**src/rtl/xflag_pkg.sv**
```systemverilog
package xflag_pkg;

  typedef struct packed {
    logic so;
    logic ov;
    logic ov32;
    logic ca;
    logic ca32;
  } xflags_t;

  localparam int unsigned DEF_SO_BIT   = 31;
  localparam int unsigned DEF_OV_BIT   = 30;
  localparam int unsigned DEF_CA_BIT   = 29;
  localparam int unsigned DEF_OV32_BIT = 19;
  localparam int unsigned DEF_CA32_BIT = 18;

endpackage

```
**src/rtl/xflag_carry.sv**
```systemverilog
// Carry flag candidates from operand, result and operation type.
module xflag_carry #(
  parameter int unsigned DATA_W = 64
) (
  input  logic [DATA_W-1:0] op_a,
  input  logic [DATA_W-1:0] op_b,
  input  logic [DATA_W-1:0] op_res,
  input  logic              sub_sel,
  input  logic              narrow,
  output logic              ca_new,
  output logic              ca32_new
);
  localparam int unsigned HALF_W = DATA_W / 2;
  localparam int unsigned TOP    = DATA_W - 1;

  logic a_top_eff;
  logic top_carry;
  logic half_carry;

  // A subtract feeds the inverted first operand into the adder.
  assign a_top_eff  = op_a[TOP] ^ sub_sel;
  assign top_carry  = (a_top_eff & op_b[TOP]) |
                      ((a_top_eff | op_b[TOP]) & ~op_res[TOP]);
  // Carry into bit HALF_W: XOR term for add, XNOR term for subtract.
  assign half_carry = op_a[HALF_W] ^ op_b[HALF_W] ^ op_res[HALF_W] ^ sub_sel;

  assign ca_new   = narrow ? half_carry : top_carry;
  assign ca32_new = half_carry;

  logic unused_bits;
  assign unused_bits = ^{op_a[TOP-1:HALF_W+1], op_a[HALF_W-1:0],
                         op_b[TOP-1:HALF_W+1], op_b[HALF_W-1:0],
                         op_res[TOP-1:HALF_W+1], op_res[HALF_W-1:0]};

endmodule

```
**src/rtl/xflag_ovsel.sv**
```systemverilog
// Overflow flag candidates from the add path vector or the mul/div bit.
module xflag_ovsel #(
  parameter int unsigned DATA_W = 64
) (
  input  logic [DATA_W-1:0] ov_vec,
  input  logic              md_ov,
  input  logic              use_md,
  input  logic              narrow,
  output logic              ov_new,
  output logic              ov32_new
);
  localparam int unsigned HALF_W = DATA_W / 2;
  localparam int unsigned TOP    = DATA_W - 1;

  logic half_ov;
  logic wide_ov;

  assign half_ov = ov_vec[HALF_W-1];
  assign wide_ov = narrow ? half_ov : ov_vec[TOP];

  always_comb begin
    if (use_md) begin
      ov_new   = md_ov;
      ov32_new = md_ov;
    end else begin
      ov_new   = wide_ov;
      ov32_new = half_ov;
    end
  end

  logic unused_bits;
  assign unused_bits = ^{ov_vec[TOP-1:HALF_W], ov_vec[HALF_W-2:0]};

endmodule

```
**src/rtl/xflag_word.sv**
```systemverilog
// Unpacks a written flag word and packs the state into a read word.
module xflag_word
  import xflag_pkg::*;
#(
  parameter int unsigned REG_W    = 32,
  parameter int unsigned SO_BIT   = DEF_SO_BIT,
  parameter int unsigned OV_BIT   = DEF_OV_BIT,
  parameter int unsigned CA_BIT   = DEF_CA_BIT,
  parameter int unsigned OV32_BIT = DEF_OV32_BIT,
  parameter int unsigned CA32_BIT = DEF_CA32_BIT
) (
  input  logic [REG_W-1:0] wr_data,
  output xflags_t          wr_flags,
  output logic [REG_W-1:0] wr_rest,
  input  xflags_t          st,
  input  logic [REG_W-1:0] rest,
  input  logic             ext_en,
  output logic [REG_W-1:0] rd_word
);
  localparam logic [REG_W-1:0] ONE = {{(REG_W-1){1'b0}}, 1'b1};
  localparam logic [REG_W-1:0] FLAG_MASK = (ONE << SO_BIT) | (ONE << OV_BIT) |
                                           (ONE << CA_BIT) | (ONE << OV32_BIT) |
                                           (ONE << CA32_BIT);

  assign wr_flags.so   = wr_data[SO_BIT];
  assign wr_flags.ov   = wr_data[OV_BIT];
  assign wr_flags.ov32 = wr_data[OV32_BIT];
  assign wr_flags.ca   = wr_data[CA_BIT];
  assign wr_flags.ca32 = wr_data[CA32_BIT];
  assign wr_rest       = wr_data & ~FLAG_MASK;

  always_comb begin
    rd_word           = rest & ~FLAG_MASK;
    rd_word[SO_BIT]   = st.so;
    rd_word[OV_BIT]   = st.ov;
    rd_word[CA_BIT]   = st.ca;
    rd_word[OV32_BIT] = ext_en & st.ov32;
    rd_word[CA32_BIT] = ext_en & st.ca32;
  end

endmodule

```
**src/rtl/xflag_unit.sv**
```systemverilog
module xflag_unit
  import xflag_pkg::*;
#(
  parameter int unsigned DATA_W   = 64,
  parameter int unsigned REG_W    = 32,
  parameter int unsigned SO_BIT   = DEF_SO_BIT,
  parameter int unsigned OV_BIT   = DEF_OV_BIT,
  parameter int unsigned CA_BIT   = DEF_CA_BIT,
  parameter int unsigned OV32_BIT = DEF_OV32_BIT,
  parameter int unsigned CA32_BIT = DEF_CA32_BIT
) (
  input  logic              clk,
  input  logic              rst,
  input  logic [DATA_W-1:0] op_a,
  input  logic [DATA_W-1:0] op_b,
  input  logic [DATA_W-1:0] op_res,
  input  logic              sub_sel,
  input  logic              narrow,
  input  logic              ext_en,
  input  logic [DATA_W-1:0] ov_vec,
  input  logic              md_ov,
  input  logic              upd_ca,
  input  logic              upd_ov,
  input  logic              upd_md,
  input  logic              wr_en,
  input  logic [REG_W-1:0]  wr_data,
  output logic [REG_W-1:0]  rd_data,
  output logic [3:0]        cond_out
);
  localparam int unsigned COND_W = 4;

  xflags_t            st_q, st_n, wr_flags;
  logic [REG_W-1:0]   rest_q, rest_n, wr_rest, rd_n, rd_q;
  logic [COND_W-1:0]  cond_q;
  logic               ca_new, ca32_new, ov_new, ov32_new;

  xflag_carry #(.DATA_W(DATA_W)) u_carry (
    .op_a     (op_a),
    .op_b     (op_b),
    .op_res   (op_res),
    .sub_sel  (sub_sel),
    .narrow   (narrow),
    .ca_new   (ca_new),
    .ca32_new (ca32_new)
  );

  xflag_ovsel #(.DATA_W(DATA_W)) u_ovsel (
    .ov_vec   (ov_vec),
    .md_ov    (md_ov),
    .use_md   (upd_md),
    .narrow   (narrow),
    .ov_new   (ov_new),
    .ov32_new (ov32_new)
  );

  xflag_word #(
    .REG_W(REG_W), .SO_BIT(SO_BIT), .OV_BIT(OV_BIT), .CA_BIT(CA_BIT),
    .OV32_BIT(OV32_BIT), .CA32_BIT(CA32_BIT)
  ) u_word (
    .wr_data  (wr_data),
    .wr_flags (wr_flags),
    .wr_rest  (wr_rest),
    .st       (st_n),
    .rest     (rest_n),
    .ext_en   (ext_en),
    .rd_word  (rd_n)
  );

  // Next state: a write overrides all updates; mul/div overflow beats add overflow.
  always_comb begin
    st_n   = st_q;
    rest_n = rest_q;
    if (wr_en) begin
      st_n   = wr_flags;
      rest_n = wr_rest;
    end else begin
      if (upd_ca) begin
        st_n.ca = ca_new;
        if (ext_en) st_n.ca32 = ca32_new;
      end
      if (upd_md || upd_ov) begin
        st_n.ov = ov_new;
        st_n.so = st_q.so | ov_new;
        if (ext_en) st_n.ov32 = ov32_new;
      end
    end
  end

  always_ff @(posedge clk) begin
    if (rst) begin
      st_q   <= '0;
      rest_q <= '0;
      rd_q   <= '0;
      cond_q <= '0;
    end else begin
      st_q   <= st_n;
      rest_q <= rest_n;
      rd_q   <= rd_n;
      cond_q <= {st_n.ov, st_n.ov32, st_n.ca, st_n.ca32};
    end
  end

  assign rd_data  = rd_q;
  assign cond_out = cond_q;

endmodule

```
**config.mk**
```make
export PLATFORM = sky130hd
export DESIGN_NAME = xflag_unit
export DESIGN_NICKNAME = d
export VERILOG_FILES = /design/src/rtl/xflag_pkg.sv /design/src/rtl/xflag_carry.sv /design/src/rtl/xflag_ovsel.sv /design/src/rtl/xflag_word.sv /design/src/rtl/xflag_unit.sv
export SDC_FILE = /design/constraint.sdc
export NUM_CORES = 1
export LEC_CHECK = 0
export ABC_AREA = 1
export BUFFER_PORTS_ARGS = -buffer_cell sky130_fd_sc_hd__buf_4
export CAP_MARGIN = 20
export CORE_AREA = 2 2 129 131
export CTS_CLUSTER_SIZE = 14
export DETAILED_ROUTE_END_ITERATION = 16
export DIE_AREA = 0 0 131 133
export PLACE_DENSITY = 0.56
export SKIP_LAST_GASP = 1
export SYNTH_ARGS = -nofsm -noshare
export SYNTH_HDL_FRONTEND = slang
export SYNTH_HIERARCHICAL = 1
export SYNTH_SLANG_ARGS = --single-unit
```
**constraint.sdc**
```tcl
create_clock -name clk -period 1 [get_ports clk]
set_input_delay 0.1 -clock clk [delete_from_list [all_inputs] [get_ports clk]]
set_output_delay 0.1 -clock clk [all_outputs]
set_load 0.005 [all_outputs]
```
Word level (Yosys, flattened, before mapping)
Index checks and enable logic that the tools add are counted.
{ "op_classes": {"bitwise": 12, "mux": 10, "n_reduce_logical": 1} }
{ "ops": {"columns": ["op", "n"], "rows": [
  ["$mux W29", 1],
  ["$mux W1", 6],
  ["$mux W5", 1],
  ["$and A1 B1 Y1", 4],
  ["$xor A1 B1 Y1", 4],
  ["$mux W3", 1],
  ["$or A1 B1 Y1", 3],
  ["$mux W2", 1],
  ["$logic_or A1 B1 Y1", 1],
  ["$not A1 Y1", 1]
]} }
{ "totals": {"reg_bits": 68, "out_inout_bits": 36, "elab_cells": 31} }

Longest topological paths before layout
Gate-level depths: netlist of the first run.
{ "logic_depth": {"ltp_word": 8, "mapped_depth": 14} }

Cells and area by module
The synthesis of the first run kept the hierarchy.
{ "modules_own_cells": {"columns": ["mod", "area_per_inst_um2", "cells_per_inst", "seq_area_each_um2", "n_inst"], "rows": [
  ["xflag_unit", 2563.7, 318, 1381.3, 1],
  ["xflag_word", 521.8, 72, 0.0, 1],
  ["xflag_carry", 106.4, 24, 0.0, 1],
  ["xflag_ovsel", 40.0, 10, 0.0, 1]
]} }

Least setup slack after synthesis of the first run
Ideal clock, no wire load.
{ "synth_path": {"path_type": "input to register", "startpoint": "in op_b[63]", "endpoint": "reg rd_q[29], in the netlist rd_data[29]", "path_slack_ps": -12, "path_stages": 12, "path_buffers": 1, "setup_time_ps": 64, "arrival_ps": 948, "cell_sequence": "inv_1 > or2_2 > nand2_1 > nand3_1 > nand2_1 > inv_1 > nand2_1 > o211ai_1 > nand2_1 > buf_4 > inv_1 > nor2_1"} }
{ "synth_lines": {"columns": ["element", "line_no", "rtl"], "rows": [
  ["start: declaration", "xflag_unit.sv:15", "input logic [DATA_W-1:0] op_b,"],
  ["end signal: assignment", "xflag_unit.sv:98", "rd_q <= rd_n;"],
  ["end: declaration", "xflag_unit.sv:33", "logic [REG_W-1:0] rest_q, rest_n, wr_rest, rd_n, rd_q;"]
]} }

Final worst setup path of the first run
{ "layout_path": {"startpoint": "reg cond_q[1], in the netlist cond_out[1]", "endpoint": "out cond_out[1]"} }
{ "layout_lines": {"columns": ["element", "line_no", "rtl"], "rows": [
  ["start: declaration", "xflag_unit.sv:34", "logic [COND_W-1:0] cond_q;"],
  ["start signal: assignment", "xflag_unit.sv:99", "cond_q <= {st_n.ov, st_n.ov32, st_n.ca, st_n.ca32};"],
  ["end: declaration", "xflag_unit.sv:28", "output logic [3:0] cond_out"]
]} }
No word-level cell between the ends.

==> reports/metrics.cfg, run 1 <==
[final_layout]
fill_cells=1794
areaGrowthSynthToFinish_pct=23.3
n_antenna_cell=0
multi_input_area_sq_um=930
fin_nets=713
final_cells=640
final_area_sq_um=3690
ff_latch_area_sq_um=1280
final_layout_size_suffix_gt1_share_pct=35.0

[timing]
drv_slew=0
report.final.hold_viol_count=0
min_period_ns=0.899
setup_viol=0
finalCritPeriodShare_pct=89.9
clock_skew_ns=0.00491
setup_tns_ns=0
rsz0062_at_grt=no
worst_pin_slew_ns=0.260
slew_headroom_pct=82.7
fmax_mhz=1110

[power_and_ir_drop]
vdd_drop_max_mv=1.02
p_seq_share_pct=41.8
p_per_area_nw_per_um2=1770
p_leak_nw=1.83
p_clk_share_pct=46.2
p_sw_share_pct=23.6
fin_total_pwr_mw=6.55
switching_power_mw=1.54
intPower_mw=5.01
pwr-share-comb_pct=12.0

[floorplanning]
die_w_um=131
rows=47
die_height_um=133
fp.coreArea_sq_um=16200
dieArea_sq_um=17400
initial_core_util_pct=18.5
pin_count=334

[detailed_routing]
first_pass_iters=5
ant_nets=0
drt_iter0_markers=93
vias_per_cell=3.37
wl_per_cell_um=9.78
drc=0
wirelength_um=6260
vias=2155

[synthesis]
synth_area_sq_um=3000
postSynthCellCount=393
synth_area_per_cell_sq_um=7.62
yosysWarningCount=6
syn_nets=691

[placement]
place_inst=624
place_area_sq_um=3410
gp_congestion=0.700
place_hpwl_um=4770
io_buffer_count=85

[grt]
grt_util_met2_pct=10.3
grt_use_met3_pct=4.61
grt_max_degree=24
grt_pass1_vias=1978
antenna_found_initial=0
grt-busiest-layer=met2
grtUsageTotal_pct=7.67
grt_pass1_wl_um=9910
gr-total-overflow=0
met1_usage_pct=9.52

[clocking]
insertion_delay_ns=0.33
cts_made_buffers=9
cts_buffer_depth=2
cts_htree_levels=3
cts_hold_buf=0
root_buffer=clkbuf_16
cts_sinks=64
path_clk_slew_ns=0.06
cts_setup_buffers=0
cts_resized=0
tritoncts=done

[critical_path]
crit_path_start_kind=flop
cp_top_family=flip-flops
worst-path-buf-inv=1
cp_max_fo=2
slowest_delay_ns=0.34
required_ns=0.90
crit_arrival_ns=0.80
criticalPathCategory=flop to primary output
worst_path_max_delay_cell=dfxtp_1
critical_path.endpoint_type=primary output
path_cells=buf_4

[outcome]
outcome=complete, no violations

[min_path]
hold_class=input port to flop

[run]
drv_cap=0

## area by class of cell
type                       instances  area share, %
sequential                        64           34.7
tap                              220           7.45
multi-input combinational        197           25.2
inverter                          51           5.18
timing repair buffer              92           19.7
clock inverter                     6           1.63
clock buffer                      10           6.20
## power by group through the flow
stage / Clock [mW] / Sequential [mW] / Combinational, mW
6_report: 3.03 / 2.74 / 0.786
5_1_grt: 3.22 / 2.75 / 0.891
4_1_cts: 3.14 / 2.74 / 0.803
3_5_place_dp: 0 / 2.79 / 0.801
3_3_place_gp: 0 / 2.79 / 0.797
2_1_floorplan: 0 / 2.79 / 0.635
## layer usage
layer | part of all wire [%] | vias to the layer above
li1 | - | 1147
met1 | 47 | 929
met2 | 40 | 71
met3 | 11 | 8
met4 | 2.0 | 0
met5 | 0 | -
## registers in the layout (all words and copies together), names as in the netlist
signal / flops
st_q: 2
cond_out: 3
rd_data: 32
rest_q: 27
## path summary, 6_finish.rpt
kind,startpoint,endpoint,slack (ns),cells after the start
setup / recovery,cond_out[1]$_SDFF_PP0_,cond_out[1],0.10,1
hold / removal,wr_data[23],rest_q[23]$_SDFF_PP0_,0.04,3
setup reg to reg,cond_out[0]$_SDFF_PP0_,rd_data[18]$_SDFF_PP0_,0.12,8
hold reg to reg,rest_q[0]$_SDFF_PP0_,rest_q[0]$_SDFF_PP0_,0.47,2
## metrics by stage
step	utilization (%)	hold slack (ns)	setup WS [ns]
finish	22.8	0.0413	0.101
detailed placement	21.1	0.382	-0.122
global placement	21.1	0.376	-0.112
CTS	22.8	0.0208	0.0739
global route	22.8	0.0331	0.0124
floorplan	-	0.276	0.0210
## cell usage in the layout (no fill, tap or decap), types with 2 or more instances in the layout
cell,instances
nor2_1,36
clkbuf_16,9
clkinvlp_4,2
nand2_1,96
buf_12,3
a21oi_2,18
inv_1,50
nand3_1,5
xnor2_1,2
nand2_2,19
clkinv_2,3
dfxtp_1,64
a21oi_1,14
buf_4,89
o21ai_0,3
Power figures use the tool's default switching activity.
==> run 2: changes to the inputs <==
--- a/config.mk
+++ b/config.mk
@@ -9,3 +9,2 @@
 export BUFFER_PORTS_ARGS = -buffer_cell sky130_fd_sc_hd__buf_4
-export CAP_MARGIN = 20
 export CORE_AREA = 2 2 129 131
--- a/constraint.sdc
+++ b/constraint.sdc
@@ -3,2 +3,2 @@
 set_output_delay 0.1 -clock clk [all_outputs]
-set_load 0.005 [all_outputs]
+set_load 0.05 [all_outputs]
==> reports/metrics.cfg, run 2 (synthesized netlist as in run 1, its figures left out) <==
[power_and_ir_drop]
fin_total_pwr_mw=6.85  ; +4.5%
p_sw_share_pct=26.6  ; +3.1 points
switching_power_mw=1.82  ; +18%
vdd_drop_max_mv=1.09  ; +6.8%
intPower_mw=5.02  ; +0.28%
p_leak_nw=1.83  ; +0.15%
p_per_area_nw_per_um2=1850  ; +4.2%
pwr-share-comb_pct=15.8  ; +3.8 points
p_seq_share_pct=40.0  ; -1.8 points
p_clk_share_pct=44.2  ; -2.0 points

[floorplanning]
die_height_um=133  ; unchanged
dieArea_sq_um=17400  ; unchanged
rows=47  ; unchanged
initial_core_util_pct=18.5  ; unchanged
die_w_um=131  ; unchanged
pin_count=334  ; unchanged
fp.coreArea_sq_um=16200  ; unchanged

[critical_path]
slowest_delay_ns=0.36  ; +0.02 ns
required_ns=0.90  ; about the same
cp_max_fo=2  ; unchanged
path_cells=buf_6
crit_arrival_ns=0.87  ; +0.07 ns
worst-path-buf-inv=1  ; unchanged
criticalPathCategory=flop to primary output
worst_path_max_delay_cell=dfxtp_1
critical_path.endpoint_type=primary output
crit_path_start_kind=flop
cp_top_family=flip-flops

[detailed_routing]
ant_nets=0  ; unchanged
wirelength_um=6250  ; about the same
wl_per_cell_um=9.77  ; about the same
first_pass_iters=5  ; unchanged
drt_iter0_markers=84  ; -9.7%
drc=0  ; unchanged
vias=2157  ; +0.093%
vias_per_cell=3.37  ; about the same

[timing]
worst_pin_slew_ns=0.260  ; +0.00000119 ns
finalCritPeriodShare_pct=96.6  ; +6.7 points
slew_headroom_pct=82.7  ; about the same
rsz0062_at_grt=no
fmax_mhz=1040  ; -6.9%
min_period_ns=0.966  ; +0.0669 ns
clock_skew_ns=0.00491  ; unchanged
setup_viol=0  ; unchanged
drv_slew=0  ; unchanged
report.final.hold_viol_count=0  ; unchanged

[grt]
grt_max_degree=24  ; unchanged
gr-total-overflow=0  ; unchanged
grtUsageTotal_pct=7.65  ; -0.017 points
antenna_found_initial=0  ; unchanged
grt_pass1_wl_um=9890  ; -0.21%
grt_pass1_vias=1974  ; -0.20%

[clocking]
cts_buffer_depth=2  ; unchanged
cts_made_buffers=9  ; unchanged
root_buffer=clkbuf_16
cts_sinks=64  ; unchanged
cts_hold_buf=0  ; unchanged
cts_htree_levels=3  ; unchanged
tritoncts=done
path_clk_slew_ns=0.06  ; about the same
insertion_delay_ns=0.33  ; about the same

[final_layout]
final_area_sq_um=3710  ; +0.30%
fill_cells=1792  ; -0.11%
final_layout_size_suffix_gt1_share_pct=35.0  ; unchanged
largest_reg_flops=32  ; unchanged
fin_nets=713  ; unchanged
areaGrowthSynthToFinish_pct=23.7
n_antenna_cell=0  ; unchanged
final_cell_mix=96 x nand2_1, 86 x buf_4, 64 x dfxtp_1
layout_commonest_cell=nand2_1

[placement]
io_buffer_count=85  ; unchanged
place_hpwl_um=4770  ; unchanged
gp_congestion=0.700  ; unchanged
place_area_sq_um=3410  ; unchanged

[min_path]
hold_class=input port to flop

[run]
drv_cap=0  ; unchanged

[outcome]
outcome=complete, no violations

run 2: final cells by class:
class | instances | area [sq um] | area share (%)
Clock buffer | 10 | 229 | 6.18
Sequential cell | 64 | 1280 | 34.6
Inverter | 51 | 191 | 5.17
Multi-Input combinational cell | 197 | 930 | 25.1
Timing Repair Buffer | 92 | 739 | 20.0
Tap cell | 220 | 275 | 7.43
Clock inverter | 6 | 60.1 | 1.62
run 2: stage by stage:
| stage | setup TNS, ns | util (%) | worst slack (ns) | hold slack (ns) | std cells |
|---|---|---|---|---|---|
| 6_report | 0 | 22.9 | 0.0339 | 0.0413 | 640 |
| 5_1_grt | 0 | 22.9 | 0.00319 | 0.0331 | 640 |
| 2_1_floorplan | 0 | - | 0.0210 | 0.276 | 393 |
| 3_5_place_dp | -0.239 | 21.1 | -0.122 | 0.382 | 624 |
| 4_1_cts | 0 | 22.9 | 0.00159 | 0.0208 | 640 |
| 3_3_place_gp | -0.233 | 21.1 | -0.112 | 0.376 | 624 |
run 2: power by group through the flow:
stage          clock network, mW  registers [mW]  logic [mW]
3_5_place_dp                   0            2.79        1.09
4_1_cts                     3.14            2.74        1.10
3_3_place_gp                   0            2.79        1.09
5_1_grt                     3.22            2.75        1.18
6_report                    3.03            2.74        1.08
2_1_floorplan                  0            3.04       0.675
run 2: final timing paths:
path | from | end | slack (ns) | cells after the start
min reg2reg | rest_q[0]$_SDFF_PP0_ | rest_q[0]$_SDFF_PP0_ | 0.47 | 2
max reg2reg | cond_out[0]$_SDFF_PP0_ | rd_data[18]$_SDFF_PP0_ | 0.12 | 8
max | cond_out[1]$_SDFF_PP0_ | cond_out[1] | 0.03 | 1
min | wr_data[23] | rest_q[23]$_SDFF_PP0_ | 0.04 | 3
run 2: layer usage:
layer | global-route usage, % | vias to the layer above | wire (um) | share of wire (%)
li1 | - | 1147 | - | -
met1 | 9.49 | 928 | 2930 | 47
met2 | 10.2 | 74 | 2510 | 40
met3 | 4.61 | 8 | 691 | 11
met4 | 3.90 | 0 | 124 | 2.0
met5 | 0 | - | 0 | 0
run 2: worst register-to-register path, stage by stage (launching register included):
cell	delay (ns)
dfxtp_1	0.31
a21oi_1	0.11
nor2_1	0.05
nand2_1	0.07
nand2_1	0.05
nand2_1	0.07
inv_1	0.04
inv_1	0.04
nor2_1	0.03
run 2: what timing repair did:
action	4_1_cts	5_1_grt
setup buffers	0	0
resized for setup	2	1
endpoints found under the setup margin	2	1
